### src/rtl/pktguard_pkg.sv
package pktguard_pkg;
  typedef enum logic [1:0] {
    RA_SIZE_LO = 2'd0,
    RA_SIZE_HI = 2'd1,
    RA_STATUS  = 2'd2,
    RA_MODE    = 2'd3
  } reg_addr_e;

  localparam int STAT_STALL_BIT = 0;
  localparam int STAT_ARM_BIT   = 1;
  localparam int MODE_TX_BIT    = 0;
endpackage

### src/rtl/pg_cfg_regs.sv
module pg_cfg_regs
  import pktguard_pkg::*;
#(
  parameter int SIZE_W = 10
) (
  input  logic              clk,
  input  logic              rst_n,
  input  logic              bus_reset,
  input  logic              wr,
  input  logic [1:0]        addr,
  input  logic [7:0]        wdata,
  input  logic              stall_flag,
  input  logic              tx_ready,
  output logic [SIZE_W-1:0] max_size,
  output logic              tx_mode,
  output logic              stall_clr,
  output logic              arm_req,
  output logic [7:0]        rdata
);
  localparam int HI_W = SIZE_W - 8;

  logic [7:0] lo_q;
  logic       mode_q;
  logic [7:0] hi_rd;

  always_ff @(posedge clk or negedge rst_n) begin
    if (!rst_n) begin
      lo_q   <= '0;
      mode_q <= 1'b0;
    end else if (bus_reset) begin
      lo_q   <= '0;
      mode_q <= 1'b0;
    end else if (wr) begin
      if (addr == RA_SIZE_LO) lo_q   <= wdata;
      if (addr == RA_MODE)    mode_q <= wdata[MODE_TX_BIT];
    end
  end

  generate
    if (HI_W > 0) begin : g_hi
      logic [HI_W-1:0] hi_q;
      always_ff @(posedge clk or negedge rst_n) begin
        if (!rst_n)                           hi_q <= '0;
        else if (bus_reset)                   hi_q <= '0;
        else if (wr && addr == RA_SIZE_HI)    hi_q <= wdata[HI_W-1:0];
      end
      assign max_size = {hi_q, lo_q};
      assign hi_rd    = {{(8-HI_W){1'b0}}, hi_q};
    end else begin : g_no_hi
      assign max_size = lo_q[SIZE_W-1:0];
      assign hi_rd    = 8'h00;
    end
  endgenerate

  assign tx_mode   = mode_q;
  assign stall_clr = wr && (addr == RA_STATUS) && wdata[STAT_STALL_BIT];
  assign arm_req   = wr && (addr == RA_STATUS) && wdata[STAT_ARM_BIT];

  always_comb begin
    unique case (addr)
      RA_SIZE_LO: rdata = lo_q;
      RA_SIZE_HI: rdata = hi_rd;
      RA_STATUS:  rdata = {6'b0, tx_ready, stall_flag};
      default:    rdata = {7'b0, mode_q};
    endcase
  end
endmodule

### src/rtl/pg_rx_check.sv
module pg_rx_check #(
  parameter int SIZE_W = 10
) (
  input  logic              clk,
  input  logic              rst_n,
  input  logic              bus_reset,
  input  logic              enable,
  input  logic [SIZE_W-1:0] max_size,
  input  logic              pkt_start,
  input  logic              byte_fire,
  input  logic              eop,
  input  logic              stall_clr,
  output logic              pkt_ready,
  output logic              stall_req,
  output logic              stall_flag
);
  localparam int CNT_W = SIZE_W + 1;

  logic [CNT_W-1:0] cnt_q;
  logic [CNT_W-1:0] limit;
  logic             oversize;
  logic             judge;

  assign limit    = {1'b0, max_size};
  assign oversize = cnt_q > limit;
  assign judge    = enable && eop;

  // Count stops one past the limit: enough to know the packet is too long.
  always_ff @(posedge clk or negedge rst_n) begin
    if (!rst_n)                             cnt_q <= '0;
    else if (bus_reset || pkt_start)        cnt_q <= '0;
    else if (enable && byte_fire && cnt_q <= limit)
                                            cnt_q <= cnt_q + 1'b1;
  end

  always_ff @(posedge clk or negedge rst_n) begin
    if (!rst_n) begin
      pkt_ready  <= 1'b0;
      stall_req  <= 1'b0;
      stall_flag <= 1'b0;
    end else if (bus_reset) begin
      pkt_ready  <= 1'b0;
      stall_req  <= 1'b0;
      stall_flag <= 1'b0;
    end else begin
      pkt_ready <= judge && !oversize && !stall_flag;
      stall_req <= judge && (oversize || stall_flag);
      if (judge && oversize)  stall_flag <= 1'b1;
      else if (stall_clr)     stall_flag <= 1'b0;
    end
  end
endmodule

### src/rtl/pg_tx_arm.sv
module pg_tx_arm #(
  parameter int SIZE_W = 10
) (
  input  logic              clk,
  input  logic              rst_n,
  input  logic              bus_reset,
  input  logic              enable,
  input  logic [SIZE_W-1:0] max_size,
  input  logic              dma_valid,
  output logic              dma_ready,
  input  logic              in_done,
  input  logic              arm_req,
  output logic              tx_ready
);
  logic [SIZE_W-1:0] cnt_q;
  logic [SIZE_W-1:0] cnt_nxt;
  logic              fire;

  assign dma_ready = enable && !tx_ready && (cnt_q < max_size);
  assign fire      = dma_valid && dma_ready;
  assign cnt_nxt   = cnt_q + 1'b1;

  always_ff @(posedge clk or negedge rst_n) begin
    if (!rst_n) begin
      cnt_q    <= '0;
      tx_ready <= 1'b0;
    end else if (bus_reset) begin
      cnt_q    <= '0;
      tx_ready <= 1'b0;
    end else if (tx_ready && in_done) begin
      cnt_q    <= '0;
      tx_ready <= 1'b0;
    end else begin
      if (fire) begin
        cnt_q <= cnt_nxt;
        if (cnt_nxt == max_size) tx_ready <= 1'b1;
      end
      if (enable && arm_req) tx_ready <= 1'b1;
    end
  end
endmodule

### src/rtl/usb_pktsize_guard.sv
module usb_pktsize_guard #(
  parameter int SIZE_W = 10
) (
  input  logic       clk,
  input  logic       rst_n,
  input  logic       bus_reset,
  input  logic       reg_wr,
  input  logic [1:0] reg_addr,
  input  logic [7:0] reg_wdata,
  output logic [7:0] reg_rdata,
  input  logic       rx_pkt_start,
  input  logic       rx_valid,
  output logic       rx_ready,
  input  logic       rx_eop,
  output logic       rx_pkt_ready,
  output logic       stall_req,
  output logic       stall_flag,
  input  logic       dma_valid,
  output logic       dma_ready,
  input  logic       in_done,
  output logic       tx_pkt_ready
);
  logic [SIZE_W-1:0] max_size;
  logic              tx_mode;
  logic              stall_clr;
  logic              arm_req;

  pg_cfg_regs #(.SIZE_W(SIZE_W)) u_regs (
    .clk        (clk),
    .rst_n      (rst_n),
    .bus_reset  (bus_reset),
    .wr         (reg_wr),
    .addr       (reg_addr),
    .wdata      (reg_wdata),
    .stall_flag (stall_flag),
    .tx_ready   (tx_pkt_ready),
    .max_size   (max_size),
    .tx_mode    (tx_mode),
    .stall_clr  (stall_clr),
    .arm_req    (arm_req),
    .rdata      (reg_rdata)
  );

  assign rx_ready = !tx_mode;

  pg_rx_check #(.SIZE_W(SIZE_W)) u_rx (
    .clk        (clk),
    .rst_n      (rst_n),
    .bus_reset  (bus_reset),
    .enable     (!tx_mode),
    .max_size   (max_size),
    .pkt_start  (rx_pkt_start),
    .byte_fire  (rx_valid && rx_ready),
    .eop        (rx_eop),
    .stall_clr  (stall_clr),
    .pkt_ready  (rx_pkt_ready),
    .stall_req  (stall_req),
    .stall_flag (stall_flag)
  );

  pg_tx_arm #(.SIZE_W(SIZE_W)) u_tx (
    .clk       (clk),
    .rst_n     (rst_n),
    .bus_reset (bus_reset),
    .enable    (tx_mode),
    .max_size  (max_size),
    .dma_valid (dma_valid),
    .dma_ready (dma_ready),
    .in_done   (in_done),
    .arm_req   (arm_req),
    .tx_ready  (tx_pkt_ready)
  );
endmodule

### config.mk
export PLATFORM = sky130hd
export DESIGN_NAME = usb_pktsize_guard
export DESIGN_NICKNAME = d
export VERILOG_FILES = /design/src/rtl/pktguard_pkg.sv /design/src/rtl/pg_cfg_regs.sv /design/src/rtl/pg_rx_check.sv /design/src/rtl/pg_tx_arm.sv /design/src/rtl/usb_pktsize_guard.sv
export SDC_FILE = /design/constraint.sdc
export NUM_CORES = 1
export LEC_CHECK = 0
export CAP_MARGIN = 20
export CORE_MARGIN = 1
export CORE_UTILIZATION = 48
export CTS_BUF_LIST = sky130_fd_sc_hd__clkbuf_8
export CTS_CLUSTER_DIAMETER = 30
export DETAILED_ROUTE_END_ITERATION = 8
export HOLD_SLACK_MARGIN = 0.03
export PLACE_DENSITY = 0.71
export SETUP_SLACK_MARGIN = 0.5
export SYNTH_ARGS = -nofsm -noshare
export SYNTH_HDL_FRONTEND = slang
export SYNTH_SLANG_ARGS = --single-unit
### constraint.sdc
create_clock -name clk -period 2.7 [get_ports clk]
set_clock_uncertainty 0.15 [all_clocks]
set_input_delay 0.81 -clock clk [delete_from_list [all_inputs] [get_ports clk]]
set_output_delay 0.81 -clock clk [all_outputs]
set_load 0.02 [all_outputs]
==> results.py, run 1 <==
metrics = {
    "run_status": {
        "outcome": "finished, violations left",
        "violations": "negative setup slack",
    },
    "floorplanning": {
        "ios": 33,
        "die_x_um": 74.8,
        "die_h_um": 74.8,
        "core_sq_mm": 0.00511,
        "die_area_sq_mm": 0.00559,
        "rows": 26,
        "start_util_pct": 49.8,
    },
    "setup_path": {
        "cp_data_arrival_time_ps": 1830,
        "crit_required_ps": 1740,
        "r2r-start": "u_regs.g_hi.hi_q[0]",
        "critPathMaxFanout": 2,
        "endpoint_kind": "primary output",
        "crit_type": "register to primary output",
        "r2r_end": "u_rx.cnt_q[9]",
        "start_kind": "register",
        "worstRegToRegCells": 8,
        "rrSetupSlack_ps": 30,
    },
    "sta": {
        "worst_slack_ps": -93.5,
        "finalSetupViolations": 1,
        "slew_headroom_pct": 57.4,
        "holdWs_ps": 395,
        "finalHoldViolCount": 0,
        "fin_setup_tns_ps": -93.5,
        "fmaxAchievable_mhz": 358,
        "rsz0062_at_grt": "true",
        "fin_crit_sh_pct": 103,
        "fin_crit_ps": 2790,
        "worst_pin_slew_ps": 637,
        "final_max_slew_viol_count": 0,
    },
    "logic_synthesis": {
        "syn_area_per_cell_sq_um": 8.61,
        "synth-edff-count": 0,
        "synth_nets": 336,
        "syn_inst": 295,
        "ys_seq_elements": 36,
        "synth.area.top_cells": "dfrtp_1, ha_1, xnor2_1",
        "yosysSeqAreaShare_pct": 35.5,
        "yosys.area.top_type_share_pct": 35.5,
        "yosys.area.top_type": "dfrtp_1",
        "synth-main-ff-cell": "dfrtp_1",
        "yosys_warnings": 0,
        "synthArstFlopShare_pct": 100,
        "syn-cell-area_sq_mm": 0.00254,
        "synth_cell_types": 45,
    },
    "finish": {
        "final_util_pct": 78.7,
        "drive_gt1_share_pct": 38.6,
        "finish.net_count": 429,
        "fillers": 322,
        "syn2layout_area_growth_pct": 58.2,
        "register_area_sq_um": 901,
        "multi_input_area_sq_mm": 0.00199,
        "diodes": 0,
        "instances_no_fill": 459,
        "final_area_sq_mm": 0.00402,
    },
    "grt": {
        "antenna_found_initial": 0,
        "grt_pass1_vias": 2558,
        "grt_use_total_pct": 30.7,
        "grt_overflow": 0,
        "grt_max_degree": 37,
        "grt_pass1_wl_um": 12700,
    },
    "power_and_ir_drop": {
        "power_frac_seq_pct": 39.2,
        "power_leakage_nw": 1.76,
        "power_frac_comb_pct": 25.7,
        "pwr-share-clk_pct": 35.2,
        "intPower_uw": 988,
        "vdd_ir_drop_max_v": 0.000275,
        "switching_share_pct": 30.9,
        "power.total_mw": 1.43,
        "powerDensity_mw_per_mm2": 356,
        "switching_power_uw": 441,
    },
    "placement": {
        "pre_cts_ws_ps": -677,
        "gp_congestion": 0.877,
        "post-place-cells": 436,
        "io_buffers": 32,
        "dpl.hpwl_um": 5550,
        "place_area_sq_mm": 0.00337,
    },
    "clock_tree": {
        "cts.sink_count": 36,
        "clock_latency_ps": 300,
        "cts.path.max_buffers": 2,
        "cts_tree": "built",
        "htreeDepth": 2,
        "path_clk_slew_ps": 90,
        "hold_buffers": 0,
        "root_buffer": "clkbuf_8",
        "cts_buffers": 5,
    },
    "routing": {
        "ant_nets": 0,
        "drtIter0Drc": 296,
        "first_pass_iters": 5,
        "vias": 2809,
        "drc": 0,
        "drt_wl_total_um": 9010,
        "wl_per_cell_um": 19.6,
        "vias_per_cell": 6.12,
    },
    "flow_run": {
        "drv_cap": 0,
    },
    "worst_hold_path": {
        "hp-class": "input pin to async pin",
    },
}
## placed cells by master, fill, tap and decap left out, drive strengths merged, types with 6 or more instances in the layout
cell            n
nand3          13
nor4            8
ha             22
clkdlybuf4s50  14
xnor2          20
o21ai           6
nand2          38
buf            76
inv            15
nor2           26
a21oi          21
dfrtp          36
nor3           11
## timing repair
action | 4_1_cts | 5_1_grt
pin swaps | 18 | 13
cloned | 2 | 0
gates resized for setup | 100 | 47
setup endpoints to repair | 31 | 37
buffers inserted | 10 | 3
## worst max-delay path: stages, from the launching register on
cell and delay (ps):
dfrtp_1 440, ha_4 300, a21oi_1 80, a21o_1 190, a31oi_1 200, buf_4 160, nor2b_4 40, buf_6 120
## power groups by stage
| stage | Sequential, mW | Combinational (mW) | Clock (mW) |
|---|---|---|---|
| floorplan | 0.576 | 0.142 | 0 |
| CTS | 0.558 | 0.320 | 0.497 |
| global placement | 0.568 | 0.251 | 0 |
| global route | 0.561 | 0.387 | 0.514 |
| detailed placement | 0.569 | 0.257 | 0 |
| finish | 0.560 | 0.367 | 0.503 |
## synth_stat cells, types with 3 or more instances
| cell type | number |
|---|---|
| o21ai_0 | 6 |
| dfrtp_1 | 36 |
| nor2b_1 | 3 |
| xnor2_1 | 20 |
| inv_1 | 15 |
| or4_1 | 5 |
| nand3b_1 | 3 |
| ha_1 | 22 |
| nand2_1 | 38 |
| clkbuf_1 | 10 |
| o31ai_1 | 4 |
| nor4_1 | 8 |
| nand3_1 | 13 |
| or3_1 | 4 |
| a21oi_1 | 21 |
| and3_1 | 4 |
| a21o_1 | 4 |
| o211ai_1 | 5 |
| nor2_1 | 26 |
| nand4_1 | 5 |
| mux2i_1 | 4 |
| nor3_1 | 11 |
## final cells by class
type,instances,share of cell area [%]
clock inverter,3,1.06
inverter,15,1.40
clock buffer,5,1.71
multi-input combinational,234,49.6
timing repair buffer,96,21.7
tap,70,2.18
sequential,36,22.4
## cells by family (layout without fill, tap and decap cells)
| family | Yosys count | in the layout | synth area share [%] |
|---|---|---|---|
| xor gates and xnor gates | 21 | 21 | 7.24 |
| and+or+nand+nor | 130 | 130 | 25.8 |
| AOI/OAI and AO/OA | 55 | 56 | 14.1 |
| DFF | 36 | 36 | 35.5 |
| muxes | 5 | 5 | 2.46 |
| buffers and inverters | 26 | 119 | 4.14 |
| adders and majority gates | 22 | 22 | 10.8 |
## flip-flops by register name, indices dropped and copies added, names as in the netlist
signal,count
u_tx.tx_ready,1
u_regs.lo_q,8
u_rx.cnt_q,11
u_rx.stall_flag,1
u_rx.stall_req,1
u_rx.pkt_ready,1
u_tx.cnt_q,10
u_regs.g_hi.hi_q,2
u_regs.tx_mode,1
## worst max-delay path by stage
stage	from	endpoint	depth (start not counted)
after floorplan	u_regs.lo_q[6]	dma_ready	7
after global placement	reg_addr[1]	reg_rdata[7]	4
after detailed placement	reg_addr[1]	reg_rdata[7]	4
after CTS	u_regs.lo_q[6]	dma_ready	8
after global routing	u_regs.lo_q[6]	dma_ready	8
final	u_tx.cnt_q[2]	dma_ready	7
## layer usage
layer | wire [um] | vias up | track usage, % | share of wire [%]
met4 | 376 | 0 | 11.5 | 4.2
met2 | 4280 | 148 | 48.1 | 47
met3 | 640 | 35 | 6.02 | 7.1
li1 | - | 1266 | - | -
met5 | 0 | - | 0 | 0
met1 | 3720 | 1360 | 42.0 | 41
Note: power is estimated with default switching activity, not from simulation.
==> inputs of run 2 (changes only) <==
--- a/config.mk
+++ b/config.mk
@@ -5,7 +5,6 @@
 export SDC_FILE = /design/constraint.sdc
 export NUM_CORES = 1
 export LEC_CHECK = 0
-export CAP_MARGIN = 20
 export CORE_MARGIN = 1
 export CORE_UTILIZATION = 48
 export CTS_BUF_LIST = sky130_fd_sc_hd__clkbuf_8
==> results of run 2 <==
Same layout as run 1: the final DEF is identical, and so are final timing and power.
==> inputs of run 3 (changes only) <==
--- a/config.mk
+++ b/config.mk
@@ -10,7 +10,6 @@
 export CTS_BUF_LIST = sky130_fd_sc_hd__clkbuf_8
 export CTS_CLUSTER_DIAMETER = 30
 export DETAILED_ROUTE_END_ITERATION = 8
-export HOLD_SLACK_MARGIN = 0.03
 export PLACE_DENSITY = 0.71
 export SETUP_SLACK_MARGIN = 0.5
 export SYNTH_ARGS = -nofsm -noshare
==> results of run 3 <==
Same layout as run 1: the final DEF is identical, and so are final timing and power.
